===== src/rtl/burst_pkg.sv =====
package burst_pkg;

    localparam logic [3:0] CMD_MEM_RD = 4'b0110;
    localparam logic [3:0] CMD_MEM_WR = 4'b0111;

    typedef enum logic [2:0] {
        ST_IDLE,
        ST_SKIP,
        ST_RFETCH,
        ST_RDATA,
        ST_WDATA
    } tgt_state_t;

endpackage


===== src/rtl/burst_decode.sv =====
module burst_decode
    import burst_pkg::*;
#(
    parameter int              AW    = 32,
    parameter int              DEPTH = 16,
    parameter logic [AW-1:0]   BASE  = 32'h0000_1000,
    localparam int             IW    = $clog2(DEPTH),
    localparam int             WIN   = DEPTH * 4
) (
    input  logic [AW-1:0] ad_in,
    input  logic [3:0]    cmd,
    output logic          hit,
    output logic          is_read,
    output logic [IW-1:0] word_idx
);

    logic [AW-1:0] offset;
    logic          in_win;
    logic          cmd_ok;

    always_comb begin
        offset   = ad_in - BASE;
        in_win   = (ad_in >= BASE) && (offset < AW'(WIN));
        is_read  = (cmd == CMD_MEM_RD);
        cmd_ok   = is_read || (cmd == CMD_MEM_WR);
        hit      = in_win && cmd_ok;
        word_idx = offset[IW+1:2];
    end

endmodule


===== src/rtl/burst_addr_ctr.sv =====
module burst_addr_ctr #(
    parameter int IW = 4
) (
    input  logic          clk,
    input  logic          rst_n,
    input  logic          load,
    input  logic [IW-1:0] load_idx,
    input  logic          step,
    output logic [IW-1:0] ptr,
    output logic [IW-1:0] ptr_nxt
);

    always_comb begin
        if (load)      ptr_nxt = load_idx;
        else if (step) ptr_nxt = ptr + 1'b1;
        else           ptr_nxt = ptr;
    end

    always_ff @(posedge clk or negedge rst_n) begin
        if (!rst_n) ptr <= '0;
        else        ptr <= ptr_nxt;
    end


    step_wrap_chk: assert property (@(posedge clk) disable iff (!rst_n)
        (step && !load) |=> (ptr == IW'($past(ptr) + 1'b1)));


    idle_hold_chk: assert property (@(posedge clk) disable iff (!rst_n)
        (!step && !load) |=> $stable(ptr));

endmodule


===== src/rtl/burst_mem.sv =====
module burst_mem #(
    parameter int DW    = 32,
    parameter int DEPTH = 16,
    localparam int IW   = $clog2(DEPTH),
    localparam int NB   = DW / 8
) (
    input  logic          clk,
    input  logic          rst_n,
    input  logic          we,
    input  logic [NB-1:0] be,
    input  logic [IW-1:0] waddr,
    input  logic [DW-1:0] wdata,
    input  logic [IW-1:0] raddr,
    output logic [DW-1:0] rdata
);

    for (genvar b = 0; b < NB; b++) begin : g_lane
        logic [7:0] cells [DEPTH];
        logic [7:0] rd_lane;

        always_ff @(posedge clk or negedge rst_n) begin
            if (!rst_n) begin
                for (int i = 0; i < DEPTH; i++) cells[i] <= '0;
                rd_lane <= '0;
            end else begin
                if (we && be[b]) cells[waddr] <= wdata[8*b +: 8];
                rd_lane <= cells[raddr];
            end
        end

        assign rdata[8*b +: 8] = rd_lane;
    end

endmodule


===== src/rtl/burst_fsm.sv =====
module burst_fsm
    import burst_pkg::*;
(
    input  logic clk,
    input  logic rst_n,
    input  logic frame_n,
    input  logic irdy_n,
    input  logic hit,
    input  logic is_read,
    output logic devsel_n,
    output logic trdy_n,
    output logic ad_oe,
    output logic load,
    output logic step,
    output logic we
);

    tgt_state_t state, state_nxt;

    always_ff @(posedge clk or negedge rst_n) begin
        if (!rst_n) state <= ST_IDLE;
        else        state <= state_nxt;
    end

    always_comb begin
        state_nxt = state;
        unique case (state)
            ST_IDLE: begin
                if (!frame_n) begin
                    if (!hit)         state_nxt = ST_SKIP;
                    else if (is_read) state_nxt = ST_RFETCH;
                    else              state_nxt = ST_WDATA;
                end
            end
            ST_SKIP:   if (frame_n && irdy_n) state_nxt = ST_IDLE;
            ST_RFETCH: state_nxt = ST_RDATA;
            ST_RDATA:  if (!irdy_n && frame_n) state_nxt = ST_IDLE;
            ST_WDATA:  if (!irdy_n && frame_n) state_nxt = ST_IDLE;
            default:   state_nxt = ST_IDLE;
        endcase
    end

    always_comb begin
        devsel_n = 1'b1;
        trdy_n   = 1'b1;
        ad_oe    = 1'b0;
        load     = 1'b0;
        step     = 1'b0;
        we       = 1'b0;
        unique case (state)
            ST_IDLE:   load = !frame_n && hit;
            ST_SKIP:   ;
            ST_RFETCH: begin
                devsel_n = 1'b0;
                ad_oe    = 1'b1;
            end
            ST_RDATA: begin
                devsel_n = 1'b0;
                trdy_n   = 1'b0;
                ad_oe    = 1'b1;
                step     = !irdy_n;
            end
            ST_WDATA: begin
                devsel_n = 1'b0;
                trdy_n   = 1'b0;
                step     = !irdy_n;
                we       = !irdy_n;
            end
            default: ;
        endcase
    end


    claim_next_chk: assert property (@(posedge clk) disable iff (!rst_n)
        (state == ST_IDLE && !frame_n && hit) |=> !devsel_n);


    decline_chk: assert property (@(posedge clk) disable iff (!rst_n)
        (state == ST_IDLE && !frame_n && !hit) |=> devsel_n);


    read_wait_chk: assert property (@(posedge clk) disable iff (!rst_n)
        (state == ST_IDLE && !frame_n && hit && is_read) |=> (trdy_n && ad_oe));


    release_chk: assert property (@(posedge clk) disable iff (!rst_n)
        (!trdy_n && !irdy_n && frame_n) |=> (devsel_n && trdy_n && !ad_oe));

endmodule


===== src/rtl/burst_target.sv =====
module burst_target #(
    parameter int            AW    = 32,
    parameter int            DEPTH = 16,
    parameter logic [31:0]   BASE  = 32'h0000_1000
) (
    input  logic        clk,
    input  logic        rst_n,
    input  logic        frame_n,
    input  logic        irdy_n,
    input  logic [3:0]  cbe_n,
    input  logic [31:0] ad_in,
    output logic [31:0] ad_out,
    output logic        ad_oe,
    output logic        devsel_n,
    output logic        trdy_n
);

    localparam int IW = $clog2(DEPTH);
    localparam int NB = AW / 8;

    logic          hit, is_read;
    logic [IW-1:0] start_idx, ptr, ptr_nxt;
    logic          load, step, we;

    burst_decode #(.AW(AW), .DEPTH(DEPTH), .BASE(BASE)) u_dec (
        .ad_in    (ad_in),
        .cmd      (cbe_n),
        .hit      (hit),
        .is_read  (is_read),
        .word_idx (start_idx)
    );

    burst_fsm u_fsm (
        .clk      (clk),
        .rst_n    (rst_n),
        .frame_n  (frame_n),
        .irdy_n   (irdy_n),
        .hit      (hit),
        .is_read  (is_read),
        .devsel_n (devsel_n),
        .trdy_n   (trdy_n),
        .ad_oe    (ad_oe),
        .load     (load),
        .step     (step),
        .we       (we)
    );

    burst_addr_ctr #(.IW(IW)) u_ctr (
        .clk      (clk),
        .rst_n    (rst_n),
        .load     (load),
        .load_idx (start_idx),
        .step     (step),
        .ptr      (ptr),
        .ptr_nxt  (ptr_nxt)
    );

    burst_mem #(.DW(AW), .DEPTH(DEPTH)) u_mem (
        .clk   (clk),
        .rst_n (rst_n),
        .we    (we),
        .be    (~cbe_n[NB-1:0]),
        .waddr (ptr),
        .wdata (ad_in),
        .raddr (ptr_nxt),
        .rdata (ad_out)
    );

endmodule


===== config.mk =====
export PLATFORM = sky130hd
export DESIGN_NAME = burst_target
export DESIGN_NICKNAME = d
export VERILOG_FILES = /design/src/rtl/burst_pkg.sv /design/src/rtl/burst_decode.sv /design/src/rtl/burst_addr_ctr.sv /design/src/rtl/burst_mem.sv /design/src/rtl/burst_fsm.sv /design/src/rtl/burst_target.sv
export SDC_FILE = /design/constraint.sdc
export NUM_CORES = 1
export LEC_CHECK = 0
export BUFFER_PORTS_ARGS = -buffer_cell sky130_fd_sc_hd__buf_2
export CORE_MARGIN = 2
export CORE_UTILIZATION = 62
export CTS_CLUSTER_SIZE = 8
export DETAILED_ROUTE_END_ITERATION = 8
export PLACE_DENSITY_LB_ADDON = 0.1
export SETUP_SLACK_MARGIN = 0.1
export SYNTH_ARGS = -nofsm -noshare
export SYNTH_HDL_FRONTEND = slang
export SYNTH_SLANG_ARGS = --single-unit

===== constraint.sdc =====
create_clock -name clk -period 3.55 [get_ports clk]
set_input_delay 0.71 -clock clk [delete_from_list [all_inputs] [get_ports clk]]
set_output_delay 0.71 -clock clk [all_outputs]
set_load 0.005 [all_outputs]

==> results of run 1 <==
-- per-stage QoR --
stage | area [sq um] | hold slack [ns] | TNS [ns] | setup WS (ns) | total power [mW]
final | 29400 | 0.123 | 0 | 0.243 | 14.2
after global routing | 29400 | 0.147 | 0 | 0.105 | 14.7
after CTS | 29400 | 0.138 | 0 | 0.255 | 14.3
after detailed placement | 27400 | 0.494 | -7.60 | -0.331 | 7.80
after global placement | 27400 | 0.488 | -7.10 | -0.322 | 7.75
after floorplan | 24900 | 0.414 | 0 | 0.123 | 7.31
-- routing by layer --
metal  vias up  part of all wire, %
li1       7033                    -
met1      8464                   43
met2       512                   47
met3       164                  5.8
met4         0                  4.1
met5         -                    0
-- cells in the mapped netlist, drive strengths merged --
| cell type | n | area share (%) |
|---|---|---|
| and2 | 1 | 0.025 |
| inv | 8 | 0.12 |
| xnor2 | 4 | 0.14 |
| buf | 31 | 0.99 |
| nor2 | 79 | 1.2 |
| nand2 | 17 | 0.26 |
| xor2 | 3 | 0.11 |
| or4 | 32 | 0.97 |
| ha | 4 | 0.20 |
| o21ai | 1 | 0.020 |
| or3 | 6 | 0.15 |
| nand3 | 5 | 0.10 |
| and3 | 4 | 0.10 |
| o31ai | 1 | 0.030 |
| a21boi | 1 | 0.030 |
| nor2b | 5 | 0.13 |
| and4 | 1 | 0.035 |
| o211ai | 1 | 0.030 |
| a31oi | 4 | 0.10 |
| a221oi | 1 | 0.035 |
| nor3 | 11 | 0.22 |
| or2 | 1 | 0.025 |
| nand4 | 3 | 0.076 |
| o2111a | 1 | 0.045 |
| o22a | 2 | 0.071 |
| nand2b | 2 | 0.050 |
| or3b | 2 | 0.071 |
| nand4b | 1 | 0.035 |
| mux2i | 256 | 10 |
| o2111ai | 1 | 0.11 |
| nor4 | 8 | 0.28 |
| nand3b | 5 | 0.15 |
| nor4b | 4 | 0.20 |
| dfrtp | 551 | 56 |
| clkbuf | 80 | 1.2 |
| a211oi | 1 | 0.030 |
| o21a | 1 | 0.030 |
| o22ai | 129 | 3.2 |
| o41ai | 1 | 0.035 |
| a21oi | 9 | 0.18 |
| mux2 | 515 | 23 |
-- placed cells by master, fill, tap and decap left out, types with 5 or more instances in the layout --
cell | netlist | final
nor3_1 | 11 | 11
mux2i_1 | 256 | 256
clkbuf_16 | 0 | 81
dfrtp_1 | 551 | 551
or4_1 | 32 | 32
nor4_1 | 5 | 5
nand2_1 | 17 | 17
inv_1 | 8 | 8
nor2_1 | 79 | 79
nor2b_1 | 5 | 5
o22ai_1 | 129 | 129
nand3_1 | 5 | 5
nand3b_1 | 5 | 5
buf_4 | 4 | 145
buf_2 | 13 | 73
mux2_2 | 514 | 514
buf_12 | 0 | 41
or3_1 | 6 | 6
-- where the power goes --
| part | total (mW) | internal, mW | switching (mW) |
|---|---|---|---|
| Sequential | 6.69 | 6.55 | 0.143 |
| Combinational | 1.02 | 0.469 | 0.553 |
| Clock | 6.52 | 3.98 | 2.54 |
| Total | 14.2 | 11.0 | 3.23 |
-- flip-flops by register name, indices dropped and copies added (netlist names) --
signal                flops
u_ctr.ptr                 4
u_mem.g_lane.rd_lane     32
u_mem.g_lane.cells      512
u_fsm.state               3
-- cells by family (layout without fill, tap and decap cells) --
| kind of cell | after synthesis | in the layout | synth area share, % |
|---|---|---|---|
| AOI/OAI and AO/OA | 154 | 154 | 3.99 |
| adders and majority gates | 4 | 4 | 0.201 |
| DFF | 551 | 551 | 55.5 |
| other | 0 | 1 | 0 |
| muxes | 771 | 771 | 33.7 |
| xor gates and xnor gates | 7 | 7 | 0.247 |
| and+or+nand+nor | 187 | 187 | 4.06 |
| buffers and inverters | 119 | 354 | 2.32 |
-- worst paths after layout --
path / to / slack [ns] / cells after the start
max: u_mem.g_lane[2].rd_lane[5] / 0.24 / 11
min: u_mem.g_lane[0].rd_lane[2] / 0.12 / 1
max reg2reg: u_mem.g_lane[3].rd_lane[2] / 0.26 / 9
min reg2reg: u_mem.g_lane[3].cells[44] / 0.50 / 1
max in group asynchronous: u_ctr.ptr[3] / 2.41 / 2
min in group clk: u_fsm.state[2] / 0.43 / 3
-- final cells by class --
cell class	instances	area, sq um
clock inverters	4	35.0
diodes	1	2.50
well taps	525	657
repair buffers	260	2290
clock buffers	82	2030
inverters	8	30.0
flip-flops and latches	551	13800
fillers	2562	10200
multi-input cells	1123	10600
-- timing repair --
| item | 4_1_cts | 5_1_grt |
|---|---|---|
| setup endpoints to repair | 0 | 15 |
| gates resized for setup | 0 | 1 |
| setup buffers | 0 | 0 |
-- critical path, cell delays in order --
cell	delay, ns
buf_2	0.15
nor4_1	0.34
buf_4	0.18
nand4_1	0.14
nor4_4	0.37
o2111ai_4	0.19
mux2_8	0.36
buf_12	0.32
mux2i_1	0.27
o22ai_1	0.12
or4_1	0.52
==> impl_metrics.json, run 1 <==
{
  "status": "completed",
  "crit_required_ns": 4.01,
  "antenna_found_initial": 2,
  "setup_viol": 0,
  "io-pin-count": 75,
  "cts_hold_buf": 0,
  "drtAntennaViolNets": 0,
  "finish.utilization_pct": 74.3,
  "numCtsBuffers": 78,
  "fin_crit_sh_pct": 93.2,
  "start_util_pct": 62.7,
  "htreeDepth": 3,
  "via_per_inst": 6.33,
  "die_h_um": 204,
  "busiest_layer": "met2",
  "die_w_um": 204,
  "io_buffers": 74,
  "area_growth_syn_to_layout_pct": 18.5,
  "dr_total_vias": 16200,
  "gr-total-overflow": 0,
  "critPathMaxFanout": 53,
  "dp_hpwl_mm": 41.9,
  "routabilityCongestion": 0.897,
  "dr.pass1.iters": 5,
  "syn_inst": 1793,
  "wl_per_cell_um": 26.0,
  "worstSetupStartpointType": "primary input",
  "rsz0062_at_grt": "no",
  "fin_skew_ns": 0.0161,
  "worst_pin_slew_ns": 0.704,
  "setup.worst_path.start": "ad_in[9]",
  "synth.ff_latch_count": 551,
  "maxSlewHeadroom_pct": 52.9,
  "instances_no_fill": 2554,
  "met2_usage_pct": 50.8,
  "drc": 0,
  "grt_pass1_wl_mm": 102,
  "use_met1_pct": 45.7,
  "die-area_sq_um": 41700,
  "maxSlewViolCount": 0,
  "yosys_warnings": 0,
  "rows": 73,
  "synth-seq-area-share_pct": 55.5,
  "ys_types": 48,
  "synth_area_per_cell_sq_um": 13.9,
  "grt_start_max_net_pins": 93,
  "synth_area_sq_um": 24800,
  "crit_path_end_kind": "flip-flop",
  "ir_worst_vdd_mv": 0.386,
  "power.leakage_nw": 14.4,
  "grt_pass1_vias": 17100,
  "clk_pin_slew_ns": 0.05,
  "finalHoldViolations": 0,
  "drive_above_1_share_pct": 43.2,
  "power_density_nw_per_um2": 483,
  "placed_cells": 2467,
  "drt_wl_total_mm": 66.3,
  "grt.total_usage_pct": 32.6,
  "fin_nets": 2066,
  "crit_type": "in2reg",
  "use_met3_pct": 5.76,
  "clockBufferDepth": 3,
  "syn-num-nets": 1837,
  "fmax_ghz": 0.302,
  "cts_tree": "built",
  "r2r_start": "u_fsm.state[2]",
  "core-area_sq_um": 39600,
  "cts.sinks": 551,
  "hold_path_class": "in2async",
  "maxCapViolCount": 0,
  "arrival_ns": 3.76,
  "period_needed_ns": 3.31,
  "clkLatencyLatePin_ns": 0.59,
  "cts-root-buf": "clkbuf_16",
  "drt_iter0_drc": 1272
}
Power figures use the tool's default switching activity.
==> run 2: changes to the inputs <==
--- a/config.mk
+++ b/config.mk
@@ -10,8 +10,9 @@
 export CORE_UTILIZATION = 62
 export CTS_CLUSTER_SIZE = 8
 export DETAILED_ROUTE_END_ITERATION = 8
-export PLACE_DENSITY_LB_ADDON = 0.1
+export PLACE_DENSITY = 0.79
 export SETUP_SLACK_MARGIN = 0.1
+export SLEW_MARGIN = 20
 export SYNTH_ARGS = -nofsm -noshare
 export SYNTH_HDL_FRONTEND = slang
 export SYNTH_SLANG_ARGS = --single-unit
==> run 2 against run 1 <==
Against the previous run:
- first-iteration DRC count is 11% higher
- sequential share of layout area fell by 0.36 points
- via count rose by 2.9%
- power increased by 0.50%
- wire length is 4.6% higher
- setup slack lost 0.14 ns
- non-clock buffer count up 3
- critical endpoint is now u_mem.g_lane[3].rd_lane[6]
==> impl_metrics.json, run 2 (synthesized netlist as in run 1, its figures left out) <==
{
  "fillers": 2444,
  "crit_path_end_kind": "flip-flop",
  "clkLatencyLatePin_ns": 0.60,
  "dr.pass1.iters": 5,
  "status": "completed",
  "fin_skew_ns": 0.0302,
  "layout_common_cells": "dfrtp_1, mux2_2, mux2i_1, buf_4, o22ai_1",
  "fin_crit_sh_pct": 97.1,
  "cts.sinks": 551,
  "cts_hold_buf": 0,
  "worst_pin_slew_ns": 0.832,
  "crit_type": "in2reg",
  "grt.total_usage_pct": 33.4,
  "layout_setup_ws_ns": 0.102,
  "io-pin-count": 75,
  "final_common_cell": "dfrtp_1",
  "power.leakage_nw": 14.5,
  "pwr-share-clk_pct": 45.8,
  "wl_per_cell_um": 27.1,
  "io_buffers": 74,
  "htreeDepth": 3,
  "hold_path_class": "in2async",
  "die-area_sq_um": 41700,
  "dr_total_vias": 16600,
  "core-area_sq_um": 39600,
  "cp_top_family": "simple AND/OR/NAND/NOR gates",
  "drt_iter0_drc": 1406,
  "instances_no_fill": 2560,
  "maxCapViolCount": 0,
  "stdcell_area_sq_um": 29700,
  "clockBufferDepth": 3,
  "cpPeakStageDelay_ns": 0.53,
  "maxSlewHeadroom_pct": 44.5,
  "path_buf_inv": 4,
  "power_density_nw_per_um2": 482,
  "cts-root-buf": "clkbuf_16",
  "place_area_sq_um": 27300,
  "clk_pin_slew_ns": 0.05,
  "r2r_cells": 9,
  "reg.largest.list": "u_mem.g_lane.cells (512), u_mem.g_lane.rd_lane (32), u_ctr.ptr (4)",
  "area_growth_syn_to_layout_pct": 19.4,
  "drt_wl_total_mm": 69.4,
  "drtAntennaViolNets": 0,
  "die_h_um": 204,
  "routabilityCongestion": 0.888,
  "power.internal_mw": 11.0,
  "largest_register_ff_count": 512,
  "r2r_end": "u_mem.g_lane[0].rd_lane[2]",
  "arrival_ns": 3.91,
  "via_per_inst": 6.50,
  "r2r_slack_ns": 0.25,
  "power.switching_mw": 3.26,
  "gr-total-overflow": 0,
  "fin_nets": 2070,
  "rsz0062_at_grt": "yes",
  "die_w_um": 204,
  "dp_hpwl_mm": 42.0,
  "finish.utilization_pct": 74.8,
  "antenna_found_initial": 3,
  "fmax_ghz": 0.290,
  "grt_start_max_net_pins": 93,
  "maxSlewViolCount": 0,
  "setup_viol": 0,
  "crit_required_ns": 4.01,
  "grt_pass1_wl_mm": 104,
  "placed_cells": 2461,
  "numCtsBuffers": 78,
  "drive_above_1_share_pct": 43.7,
  "cp_cell_sequence": "buf_2 > nor4_4 > buf_4 > nand4_1 > nor4b_4 > o2111ai_4 > mux2_8 > buf_12 > buf_16 > mux2i_1 > o22ai_1 > or4_1",
  "combPwrFrac_pct": 7.3,
  "top_register": "u_mem.g_lane.cells",
  "period_needed_ns": 3.45,
  "pre_cts_slack_ns": -0.508,
  "fin_hold_ws_ns": 0.175,
  "r2r_start": "u_fsm.state[0]",
  "cts_tree": "built",
  "p_seq_share_pct": 46.9,
  "p_sw_share_pct": 22.8,
  "start_util_pct": 62.7,
  "drc": 0,
  "slowest_stage": "or4_1",
  "ir_worst_vdd_mv": 0.386,
  "grt_pass1_vias": 17600,
  "finalHoldViolations": 0,
  "critPathMaxFanout": 15,
  "rows": 73,
  "worstSetupStartpointType": "primary input"
}
## run 2: worst max-delay path by stage
stage / startpoint / end / slack, ns / cells after the start
final: ad_in[13] / u_mem.g_lane[3].rd_lane[6] / 0.10 / 12
after global placement: ad_in[22] / u_mem.g_lane[2].rd_lane[5] / -0.55 / 12
after detailed placement: ad_in[22] / u_mem.g_lane[2].rd_lane[5] / -0.51 / 12
after CTS: ad_in[21] / u_mem.g_lane[2].rd_lane[5] / 0.18 / 11
after floorplan: ad_in[26] / u_mem.g_lane[0].rd_lane[2] / 0.12 / 12
after global routing: ad_in[13] / u_mem.g_lane[3].rd_lane[6] / 0.09 / 12
## run 2: power groups by stage
stage               Sequential (mW)  Clock, mW  Combinational [mW]
floorplan                      6.74          0               0.578
global placement               6.78          0               0.949
detailed placement             6.79          0               0.987
CTS                            6.70       6.62                1.01
global route                   6.72       6.94                1.12
finish                         6.71       6.55                1.04
## run 2: what timing repair did
action,CTS,global route
endpoints found under the setup margin,1,27
gates resized for setup,1,22
pin swaps,0,2
gates cloned,1,5
buffers inserted,3,1
## run 2: layout make-up
type / count / area (sq um) / share of cell area [%]
flip-flops and latches: 551 / 13800 / 46.5
clock buffers: 83 / 2060 / 6.93
multi-input cells: 1124 / 10700 / 36.0
clock inverters: 3 / 33.8 / 0.114
inverters: 8 / 30.0 / 0.101
repair buffers: 263 / 2430 / 8.18
well taps: 525 / 657 / 2.21
diodes: 3 / 7.51 / 0.0253
## run 2: metrics by stage
stage	power (mW)	TNS, ns
6_report	14.3	0
3_3_place_gp	7.72	-10.99
2_1_floorplan	7.31	0
5_1_grt	14.8	0
4_1_cts	14.3	0
3_5_place_dp	7.78	-12.37
## run 2: per-layer routing
metal	vias to the layer above	part of all wire (%)	GRT usage, %
met5	-	0	0
met4	0	4.8	17.9
met3	210	6.6	5.84
met2	742	48	52.5
met1	8629	41	44.6
li1	7059	-	-
==> run 3: changes to the inputs <==
--- a/config.mk
+++ b/config.mk
@@ -10,7 +10,8 @@
 export CORE_UTILIZATION = 62
 export CTS_CLUSTER_SIZE = 8
 export DETAILED_ROUTE_END_ITERATION = 8
-export PLACE_DENSITY = 0.79
+export HOLD_SLACK_MARGIN = 0.05
+export PLACE_DENSITY = 0.75
 export SETUP_SLACK_MARGIN = 0.1
 export SLEW_MARGIN = 20
 export SYNTH_ARGS = -nofsm -noshare
==> run 3 against run 2 <==
Against the previous run:
- cell count is essentially flat
- sequential power is essentially flat
- combinational power about the same
- critical path depth up 1
- clock skew is 0.0034 ns lower
- sequential share of layout area rose by 0.18 points
- utilization fell by 0.28 points
- power fell by 0.68%
- sequential cell count unchanged
- via count shrank 1.9%
- global-route usage shrank 1.2 points
- first-iteration DRC count fell by 9.3%
- critical endpoint is now u_mem.g_lane[1].rd_lane[7]
- largest cell class unchanged
==> impl_metrics.json, run 3 (synthesized netlist as in run 1, its figures left out) <==
{
  "clockBufferDepth": 3,
  "critPathMaxFanout": 15,
  "die_w_um": 204,
  "crit_required_ns": 4.00,
  "die_h_um": 204,
  "antenna_cells": 0,
  "crit_type": "in2reg",
  "grt_pass1_vias": 16900,
  "fin_skew_ns": 0.0268,
  "finish.utilization_pct": 74.6,
  "htreeDepth": 3,
  "largest_register_ff_count": 512,
  "area_growth_syn_to_layout_pct": 19.0,
  "rsz0062_at_grt": "no",
  "dr.pass1.iters": 5,
  "arrival_ns": 3.78,
  "maxSlewHeadroom_pct": 50.8,
  "dp_hpwl_mm": 40.5,
  "multiInputGateArea_sq_um": 10700,
  "instances_no_fill": 2559,
  "pwr-share-clk_pct": 45.6,
  "wl_per_cell_um": 25.9,
  "power.internal_mw": 11.0,
  "period_needed_ns": 3.32,
  "power.leakage_nw": 14.4,
  "regArea_sq_um": 13800,
  "cts-root-buf": "clkbuf_16",
  "maxSlewViolCount": 0,
  "grt_start_max_net_pins": 128,
  "drt_iter0_drc": 1275,
  "finalHoldViolations": 0,
  "drc": 0,
  "wl_met1_mm": 27.9,
  "worstSetupStartpointType": "primary input",
  "r2r_slack_ns": 0.23,
  "fin_hold_ws_ns": 0.430,
  "placed_cells": 2454,
  "drive_above_1_share_pct": 43.9,
  "drt_wl_total_mm": 66.4,
  "r2r_cells": 9,
  "final_common_cell": "dfrtp_1",
  "fillers": 2565,
  "tns_ns": 0,
  "top_register": "u_mem.g_lane.cells",
  "hold-path-cell-count": 3,
  "maxCapViolCount": 0,
  "core-area_sq_um": 39600,
  "cts.sinks": 551,
  "fin_nets": 2073,
  "p_seq_share_pct": 47.1,
  "layout_common_cells": "dfrtp_1, mux2_2, mux2i_1, buf_4, o22ai_1",
  "hold_path_class": "in2reg",
  "setup_viol": 0,
  "combPwrFrac_pct": 7.3,
  "r2r_end": "u_mem.g_lane[1].rd_lane[7]",
  "p_sw_share_pct": 22.8,
  "power.switching_mw": 3.23,
  "r2r_start": "u_fsm.state[2]",
  "antenna_found_initial": 1,
  "grt_pass1_wl_mm": 100,
  "via_per_inst": 6.38,
  "io_buffers": 74,
  "grt.total_usage_pct": 32.2,
  "start_util_pct": 62.7,
  "reg.largest.list": "u_mem.g_lane.cells (512), u_mem.g_lane.rd_lane (32), u_ctr.ptr (4)",
  "min_from": "cbe_n[0]",
  "status": "completed",
  "numCtsBuffers": 78,
  "power_density_nw_per_um2": 481,
  "rows": 73,
  "cts_tree": "built",
  "clkLatencyLatePin_ns": 0.60,
  "clk_pin_slew_ns": 0.05,
  "fin_crit_sh_pct": 93.6,
  "wl_met3_mm": 4.44,
  "fmax_ghz": 0.301,
  "hold_end": "u_fsm.state[2]",
  "worst_pin_slew_ns": 0.735,
  "io-pin-count": 75,
  "routabilityCongestion": 0.858,
  "die-area_sq_um": 41700,
  "drtAntennaViolNets": 0,
  "dr_wl_met2_mm": 31.5,
  "dr_total_vias": 16300,
  "gr-total-overflow": 0,
  "ir_worst_vdd_mv": 0.407,
  "crit_path_end_kind": "flip-flop",
  "top_layer": "met5"
}
-- run 3: cell count changes in the layout (fill, tap and decap cells not counted), moves of 2 or more --
cell and delta:
clkbuf_16 -5, diode_2 -3, buf_8 -3, buf_6 -2, buf_4 +11, buf_12 +2
buf_16 -2, mux2i_1 -7, mux2i_2 +7
-- run 3: how the worst max path moves through the flow --
| stage | start | end | slack [ns] |
|---|---|---|---|
| 2_1_floorplan | ad_in[26] | u_mem.g_lane[0].rd_lane[2] | 0.12 |
| 3_3_place_gp | ad_in[13] | u_mem.g_lane[1].rd_lane[5] | -0.45 |
| 3_5_place_dp | ad_in[13] | u_mem.g_lane[1].rd_lane[7] | -0.43 |
| 4_1_cts | ad_in[13] | u_mem.g_lane[1].rd_lane[0] | 0.18 |
| 5_1_grt | u_fsm.state[2] | u_mem.g_lane[1].rd_lane[4] | 0.09 |
| 6_report | ad_in[16] | u_mem.g_lane[1].rd_lane[7] | 0.23 |
-- run 3: timing repair --
item	4_1_cts	5_1_grt
setup endpoints to repair	0	20
buffers inserted	0	17
hold endpoints to repair	25	0
gates resized for setup	0	18
hold buffers	1	0
-- run 3: per-stage QoR --
stage | power, mW | instance area, sq um | worst slack (ns)
after global routing | 14.7 | 29600 | 0.0852
after floorplan | 7.31 | 24900 | 0.123
final | 14.2 | 29600 | 0.226
after CTS | 14.3 | 29300 | 0.176
after detailed placement | 7.79 | 27200 | -0.429
after global placement | 7.74 | 27200 | -0.446
-- run 3: critical path: stages --
cell	delay (ns)
buf_2	0.13
nor4_4	0.26
buf_4	0.19
nand4_1	0.11
buf_4	0.18
nor4b_4	0.33
o2111ai_4	0.20
mux2_8	0.44
buf_12	0.19
buf_16	0.17
mux2i_2	0.21
o22ai_1	0.13
or4_1	0.52
-- run 3: final cells by class --
type / instances / share of cell area, %
flip-flops and latches: 551 / 46.6
well taps: 525 / 2.22
clock buffers: 81 / 6.79
repair buffers: 267 / 8.00
inverters: 8 / 0.102
multi-input cells: 1123 / 36.1
clock inverters: 4 / 0.144
-- run 3: power by group through the flow --
stage                     combinational [mW]  sequential [mW]  clock [mW]
after floorplan                        0.578             6.74           0
after global routing                    1.13             6.71        6.84
after global placement                 0.976             6.77           0
after detailed placement                1.00             6.78           0
final                                   1.04             6.69        6.47
after CTS                               1.01             6.69        6.56
-- run 3: metal layers --
metal | vias up | global-route usage, %
li1 | 7048 | -
met3 | 166 | 5.66
met5 | - | 0
met1 | 8521 | 43.9
met4 | 2 | 13.6
met2 | 584 | 51.4
